[config.mk]
export PLATFORM = sky130hd
export DESIGN_NAME = undoc_combine_alu
export DESIGN_NICKNAME = d
export VERILOG_FILES = /design/src/rtl/undoc_combine_alu.sv
export SDC_FILE = /design/constraint.sdc
export NUM_CORES = 1
export LEC_CHECK = 0
export BUFFER_PORTS_ARGS = -buffer_cell sky130_fd_sc_hd__clkbuf_2
export CAP_MARGIN = 20
export CORE_MARGIN = 2
export CORE_UTILIZATION = 30
export CTS_CLUSTER_DIAMETER = 30
export DETAILED_ROUTE_END_ITERATION = 8
export GPL_TIMING_DRIVEN = 0
export PLACE_DENSITY = 0.56
export SYNTH_ARGS = -nofsm -noshare
export SYNTH_HDL_FRONTEND = slang
export SYNTH_SLANG_ARGS = --single-unit
[constraint.sdc]
create_clock -name clk -period 3.24 [get_ports clk]
set_input_delay 0.648 -clock clk [delete_from_list [all_inputs] [get_ports clk]]
set_output_delay 0.648 -clock clk [all_outputs]
set_load 0.02 [all_outputs]
[src/rtl/undoc_combine_alu.sv]
module undoc_combine_alu (
  input  logic       clk,
  input  logic       rst_n,
  input  logic       in_valid,
  input  logic [2:0] op,
  input  logic [7:0] a,
  input  logic [7:0] x,
  input  logic [7:0] y,
  input  logic [7:0] imm,
  input  logic [7:0] addr_hi,
  input  logic       carry_in,
  input  logic       dec_mode,
  output logic       out_valid,
  output logic [7:0] result,
  output logic       flag_n,
  output logic       flag_z,
  output logic       flag_c,
  output logic       flag_v,
  output logic [3:0] flag_we,
  output logic       sp_we,
  output logic [7:0] sp_new
);
  localparam logic [2:0] OP_ROR_AND = 3'd0;
  localparam logic [2:0] OP_AND_ST  = 3'd1;
  localparam logic [2:0] OP_AND_SUB = 3'd2;
  localparam logic [2:0] OP_X_HI    = 3'd3;
  localparam logic [2:0] OP_Y_HI    = 3'd4;
  localparam logic [2:0] OP_SP_AND  = 3'd5;
  localparam logic [2:0] OP_TRI_AND = 3'd6;

  logic [7:0] ax, hinc, t1, t2, fixed;
  logic [8:0] diff;
  logic       lo_fix, hi_fix;

  assign ax     = a & x;
  assign hinc   = addr_hi + 8'd1;
  assign t1     = a & imm;
  assign t2     = {carry_in, t1[7:1]};
  assign lo_fix = t1[3:0] > 4'd4;
  assign hi_fix = t1[7:4] > 4'd4;
  assign fixed  = {hi_fix ? t2[7:4] + 4'd6 : t2[7:4],
                   lo_fix ? t2[3:0] + 4'd6 : t2[3:0]};
  assign diff   = {1'b0, ax} - {1'b0, imm};

  logic [7:0] n_res, n_sp;
  logic [3:0] n_flg, n_we;
  logic       n_spwe;

  always_comb begin
    n_res  = 8'h00;
    n_flg  = 4'b0000;
    n_we   = 4'b0000;
    n_spwe = 1'b0;
    n_sp   = 8'h00;
    case (op)
      OP_ROR_AND: begin
        n_res = dec_mode ? fixed : t2;
        n_flg = {t2[7], t2 == 8'h00, dec_mode ? hi_fix : t2[6], t2[6] ^ t2[5]};
        n_we  = 4'b1111;
      end
      OP_AND_ST:  n_res = ax;
      OP_AND_SUB: begin
        n_res = diff[7:0];
        n_flg = {diff[7], diff[7:0] == 8'h00, ~diff[8], 1'b0};
        n_we  = 4'b1110;
      end
      OP_X_HI:    n_res = x & hinc;
      OP_Y_HI:    n_res = y & hinc;
      OP_SP_AND: begin
        n_res  = ax & hinc;
        n_spwe = 1'b1;
        n_sp   = ax;
      end
      OP_TRI_AND: n_res = ax & hinc;
      default:    n_res = 8'h00;
    endcase
  end

  always_ff @(posedge clk) begin
    if (!rst_n) begin
      out_valid <= 1'b0;
      result    <= 8'h00;
      {flag_n, flag_z, flag_c, flag_v} <= 4'b0000;
      flag_we   <= 4'b0000;
      sp_we     <= 1'b0;
      sp_new    <= 8'h00;
    end else begin
      out_valid <= in_valid;
      if (in_valid) begin
        result    <= n_res;
        {flag_n, flag_z, flag_c, flag_v} <= n_flg;
        flag_we   <= n_we;
        sp_we     <= n_spwe;
        sp_new    <= n_sp;
      end
    end
  end
endmodule


======== Word level (Yosys, flattened, before mapping) ========
Cells that the tools add are included.
word-level totals
  input bits .............................. 48
  output and inout port bits .............. 26
  bits in registers ....................... 26
cells by class
  reductions and logical operators ........ 4
  add/subtract/negate cells ............... 4
  eq/ne operators ......................... 6
  order comparisons ....................... 2
  bitwise operators ....................... 7
  mux-type cells .......................... 9
operator list
  operator                                                       number
  one-hot mux 8 bit (6 select lines)                             1
  bitwise AND 8 bit                                              5
  logical NOT 8 bit                                              2
  two-way mux 8 bit                                              2
  one-hot mux 4 bit (2 select lines)                             2
  equality test 3 bit, second input constant                     3
  subtractor 8 x 8 -> 9 bit                                      1
  adder 4 x 3 -> 4 bit, second input constant                    2
  adder 8 x 1 -> 8 bit, second input constant                    1
  greater-than comparator 4 x 3 -> 1 bit, second input constant  2
  two-way mux 4 bit                                              2
  equality test 3 x 2 -> 1 bit, second input constant            2
  equality test 3 x 1 -> 1 bit, second input constant            1
  logical NOT 3 bit                                              1
  two-way mux 1 bit                                              2
  OR reduction 2 bit                                             1
  NOT 1 bit                                                      1
  XOR 1 bit                                                      1

======== Logic depth before layout (Yosys ltp) ========
  depth in word-level cells ............... 5
  gate-level depth with buffers ........... 8
  gate-level depth less buffers ........... 8

======== Worst setup path after synthesis ========
No wires, ideal clock.
  path kind ............................... input to register
  start point ............................. in x[0]
  end point ............................... reg flag_z
  data arrival time ....................... 2.379 ns
  setup slack ............................. 0.766 ns
  path buffers ............................ 0
  cell stages on the path ................. 8
  data required time ...................... 3.144 ns
  path through ............................ nand2_1 > ha_1 > fa_1 > nor2b_1 > o21a_1 > a21oi_1 > or4_1 > o41ai_2
on the way
  cells in the longest elaborated chain, start to end .. 4
RTL lines
  item                                line  source
  start: declaration                  7     input logic [7:0] x,
  bitwise AND 8 bit                   35    assign ax = a & x;
  subtractor 8 x 8 -> 9 bit           43    assign diff = {1'b0, ax} - {1'b0, imm};
  logical NOT 8 bit                   64    n_flg = {diff[7], diff[7:0] == 8'h00, ~diff[8], 1'b0};
  one-hot mux 4 bit (2 select lines)  55    case (op)
  end signal: assignment              91    {flag_n, flag_z, flag_c, flag_v} <= n_flg;
  end: declaration                    16    output logic flag_z,
No other way between the ends.
A chain may end at the register's enable or synchronous reset.

======== Worst setup path after layout ========
  start point ............................. in a[1]
  end point ............................... reg result[3]
on the way
  cells in the longest elaborated chain, start to end .. 5
  elaborated cells between the ends (all ways) .. 8
  those cells by class .................... 2 x add/sub; 1 x order compare; 3 x mux; 2 x bitwise
RTL lines
  item                                                                            line    source
  start: declaration                                                              6       input logic [7:0] a,
  bitwise AND 8 bit                                                               37      assign t1 = a & imm;
  adder 4 x 3 -> 4 bit or greater-than comparator 4 x 3 -> 1 bit (tied branches)  42, 39
  two-way mux 4 bit                                                               42      lo_fix ? t2[3:0] + 4'd6 : t2[3:0]};
  two-way mux 8 bit                                                               57      n_res = dec_mode ? fixed : t2;
  one-hot mux 8 bit (6 select lines) (*)                                          55
  end signal: assignment                                                          90      result <= n_res;
  end: declaration                                                                14      output logic [7:0] result,
Every way passes the cells marked *; elsewhere a longest branch is shown, timed or not.

==> impl_metrics.tcl <==
set metrics [dict create \
    worst_margin_pin_slew_ps 942 \
    post_drt_wl_per_cell_um 15.7 \
    worstPathMaxFanout 6 \
    clock_path_buffers 2 \
    synthesis.nets 366 \
    number_of_clock_sinks 24 \
    hold_ws_ps 478 \
    dpl_cell_area_um2 2690 \
    min_to "flag_v$_SDFFE_PN0P_" \
    first_global_vias 2416 \
    ant_nets 0 \
    critical_path_class "in2reg" \
    die_x_um 89.9 \
    proportion_of_netlist_area_held_by_the_largest_area_contributor_pct 21.7 \
    synth_top_cells_by_area "dfxtp_1 (22%), nand2_1 (6.6%), ha_1 (6.2%)" \
    ctsResizeCount 0 \
    net-switching-power_w 0.000283 \
    post_cts_buffers 0 \
    worst_hold_path.num_cells 2 \
    maxSlewHeadroom_pct 35.6 \
    design.portCount 74 \
    grt.met3_usage_pct 2.01 \
    arrival_ps 2750 \
    post-route-min-period_ps 2620 \
    crit_path_end_kind "flip-flop" \
    pwr-share-clk_pct 32.1 \
    clock_tree_from_tritoncts "built" \
    synthArstFlopShare_pct 0 \
    drcViolationCount 0 \
    num-fill-cells 805 \
    vias_per_cell 5.20 \
    final_max_slew_viol_count 0 \
    timing_hold_violations_final 0 \
    synth_largest_area_cell "dfxtp_1" \
    netlist_area_um2 2210 \
    power.share.sequential_pct 35.9 \
    globalRouteMet2Util_pct 32.7 \
    clkTransAtPathRegs_ps 100 \
    postLayoutCellArea_um2 2760 \
    syn-instance-count 306 \
    post-route-period-util_pct 80.8 \
    initialDrtViolationCount 112 \
    clkLatencyLatePin_ps 280 \
    rows 31 \
    finalWeightedCongestion 0.938 \
    ys_types 61 \
    ys_top_cells_by_count "nand2_1 (39), o21ai_0 (27), dfxtp_1 (24)" \
    worst_min_path_start "flag_v$_SDFFE_PN0P_" \
    setup.worst_path.start_class "primary input" \
    cp.required_ps 3370 \
    fmax_ghz 0.382 \
    cts_root_buffer "clkbuf_8" \
    cts-hold-fix-buffers 0 \
    worst_ir_drop_on_vdd_mv 0.148 \
    cts_htree_levels 1 \
    synth-seq-area-share_pct 21.7 \
    worst-r2r-setup-slack_ps 1950 \
    number_of_flip_flops_and_latches_in_the_synthesized_netlist 24 \
    outcome "finished clean" \
    yosys_most_used_dff "dfxtp_1" \
    cell_internal_pwr_w 0.000577 \
    final_cell_count_no_fill 480 \
    diodes 0 \
    placed_cells_incl_taps 476 \
    crit-reg2reg-capture "flag_z$_SDFFE_PN0P_" \
    yosys_warnings 0 \
    power.combinational.fraction_pct 32.0 \
    fin_util_pct 38.3 \
    hpwl_after_dpl_mm 6.13 \
    finalWirelength_mm 7.53 \
    power.switching_fraction_pct 32.9 \
    static-leakage-power_nw 1.26 \
    grtUsageMet1_pct 23.7 \
    synthesis.area_per_instance_um2 7.23 \
    setup_repair_after_global_routing_missed_its_margin "false" \
    grt_pass1_wl_mm 12.2 \
    antenna_found_initial 0 \
    die_h_um 89.9 \
    rr_startpoint "flag_z$_SDFFE_PN0P_" \
    clock_skew_ps 0 \
    grt.busiest_layer "met2" \
    setup_viol_count_final 0 \
    most_used_standard_cell_by_instance_count_after_synthesis "nand2_1" \
    firstDrtPassIters 5 \
    drive_above_1_share_pct 25.2 \
    die_area_um2 8080 \
    design.core.area_um2 7210 \
    buffer_ports.inserted 71 \
    finalSetupTns_ps 0 \
    clock_buffer_count_from_cts 3 \
    fin_nets 442 \
    count_of_flip_flops_with_a_built_in_enable_after_synthesis 0 \
    largest_net_degree_at_the_start_of_global_routing 15 \
    cap_violations 0 \
    flow.area_growth_from_synthesis_pct 24.9 \
    initial_core_utilization_pct 30.7 \
    grt.overflow.total 0 \
    power.density_nw_per_um2 311 \
    num_vias 2496 \
    count_of_cells_along_the_worst_register_to_register_path 3 \
    holdCritPathClass "reg2reg" \
    overall_global_routing_resource_usage_pct 18.2 \
]
## how the worst max path moves through the flow
stage	start	to	slack [ps]	cells past startpoint
2_1_floorplan	x[0]	flag_z$_SDFFE_PN0P_	770	8
3_3_place_gp	a[1]	result[3]$_SDFFE_PN0P_	320	9
3_5_place_dp	a[1]	result[3]$_SDFFE_PN0P_	350	9
4_1_cts	a[1]	result[3]$_SDFFE_PN0P_	630	9
5_1_grt	a[1]	flag_z$_SDFFE_PN0P_	510	9
6_report	a[1]	result[3]$_SDFFE_PN0P_	620	9
## cell usage in the layout (no fill, tap or decap), types with 3 or more instances in the layout
cell type   n
or2_2       3
xor2_1      6
nor2b_1    19
o21a_1      4
a31oi_1    11
nand3_1    11
clkbuf_2   71
ha_1       11
nor2_1     13
dfxtp_1    24
clkbuf_8    3
o21ai_0    27
buf_2       5
inv_1      23
and2_1      8
nand2_1    39
a21oi_1    19
clkbuf_1    7
xnor2_1     5
a211oi_1    5
nor3_1      4
a21boi_0    6
## power by group through the flow
stage          Clock [W]  Combinational, W  Sequential (W)
2_1_floorplan          0          0.000159        0.000326
3_3_place_gp           0          0.000269        0.000315
3_5_place_dp           0          0.000271        0.000316
4_1_cts         0.000275          0.000273        0.000309
5_1_grt         0.000283          0.000304        0.000310
6_report        0.000276          0.000275        0.000309
## critical path: stages
cell       delay (ps)
clkbuf_2          140
nand2_1           200
inv_1              80
ha_1              260
nor2b_1           150
o21ai_0           200
a211oi_1          120
a2111oi_0         820
o22ai_1           130
## final cells by class
class	instances	area [um2]	area share, %
buffer	14	66.3	2.40
clock buffer	3	41.3	1.49
clock inverter	1	30.0	1.09
inverter	24	90.1	3.26
multi-input combinational	244	1580	57.0
sequential	24	480	17.4
tap	99	124	4.48
timing repair buffer	71	355	12.9
## state kept, by name, indices dropped and copies added (netlist names)
| name | flops |
|---|---|
| sp_new | 8 |
| flag_n | 1 |
| out_valid | 1 |
| flag_z | 1 |
| sp_we | 1 |
| flag_c | 1 |
| flag_v | 1 |
| flag_we | 2 |
| result | 8 |
## stage by stage
step | worst slack, ps | power (W)
floorplan | 766 | 0.000485
global placement | 325 | 0.000585
detailed placement | 349 | 0.000587
CTS | 633 | 0.000857
global route | 508 | 0.000898
finish | 621 | 0.000860
## routing by layer
metal | up-vias | routed length [um]
met5 | - | 0
met4 | 0 | 81
met3 | 9 | 407
met2 | 80 | 3610
met1 | 1153 | 3430
li1 | 1254 | -
## logic make-up (layout without fill, tap and decap cells)
kind of cell	after synthesis	after routing	synth area share [%]
buf+inv	38	113	7.07
fa+ha+maj	12	12	7.13
xor+xnor	11	11	4.36
compound gates	105	105	31.9
mux	1	1	0.453
flops	24	24	21.7
simple gates	115	115	27.4
Note: power is estimated with default switching activity, not from simulation.
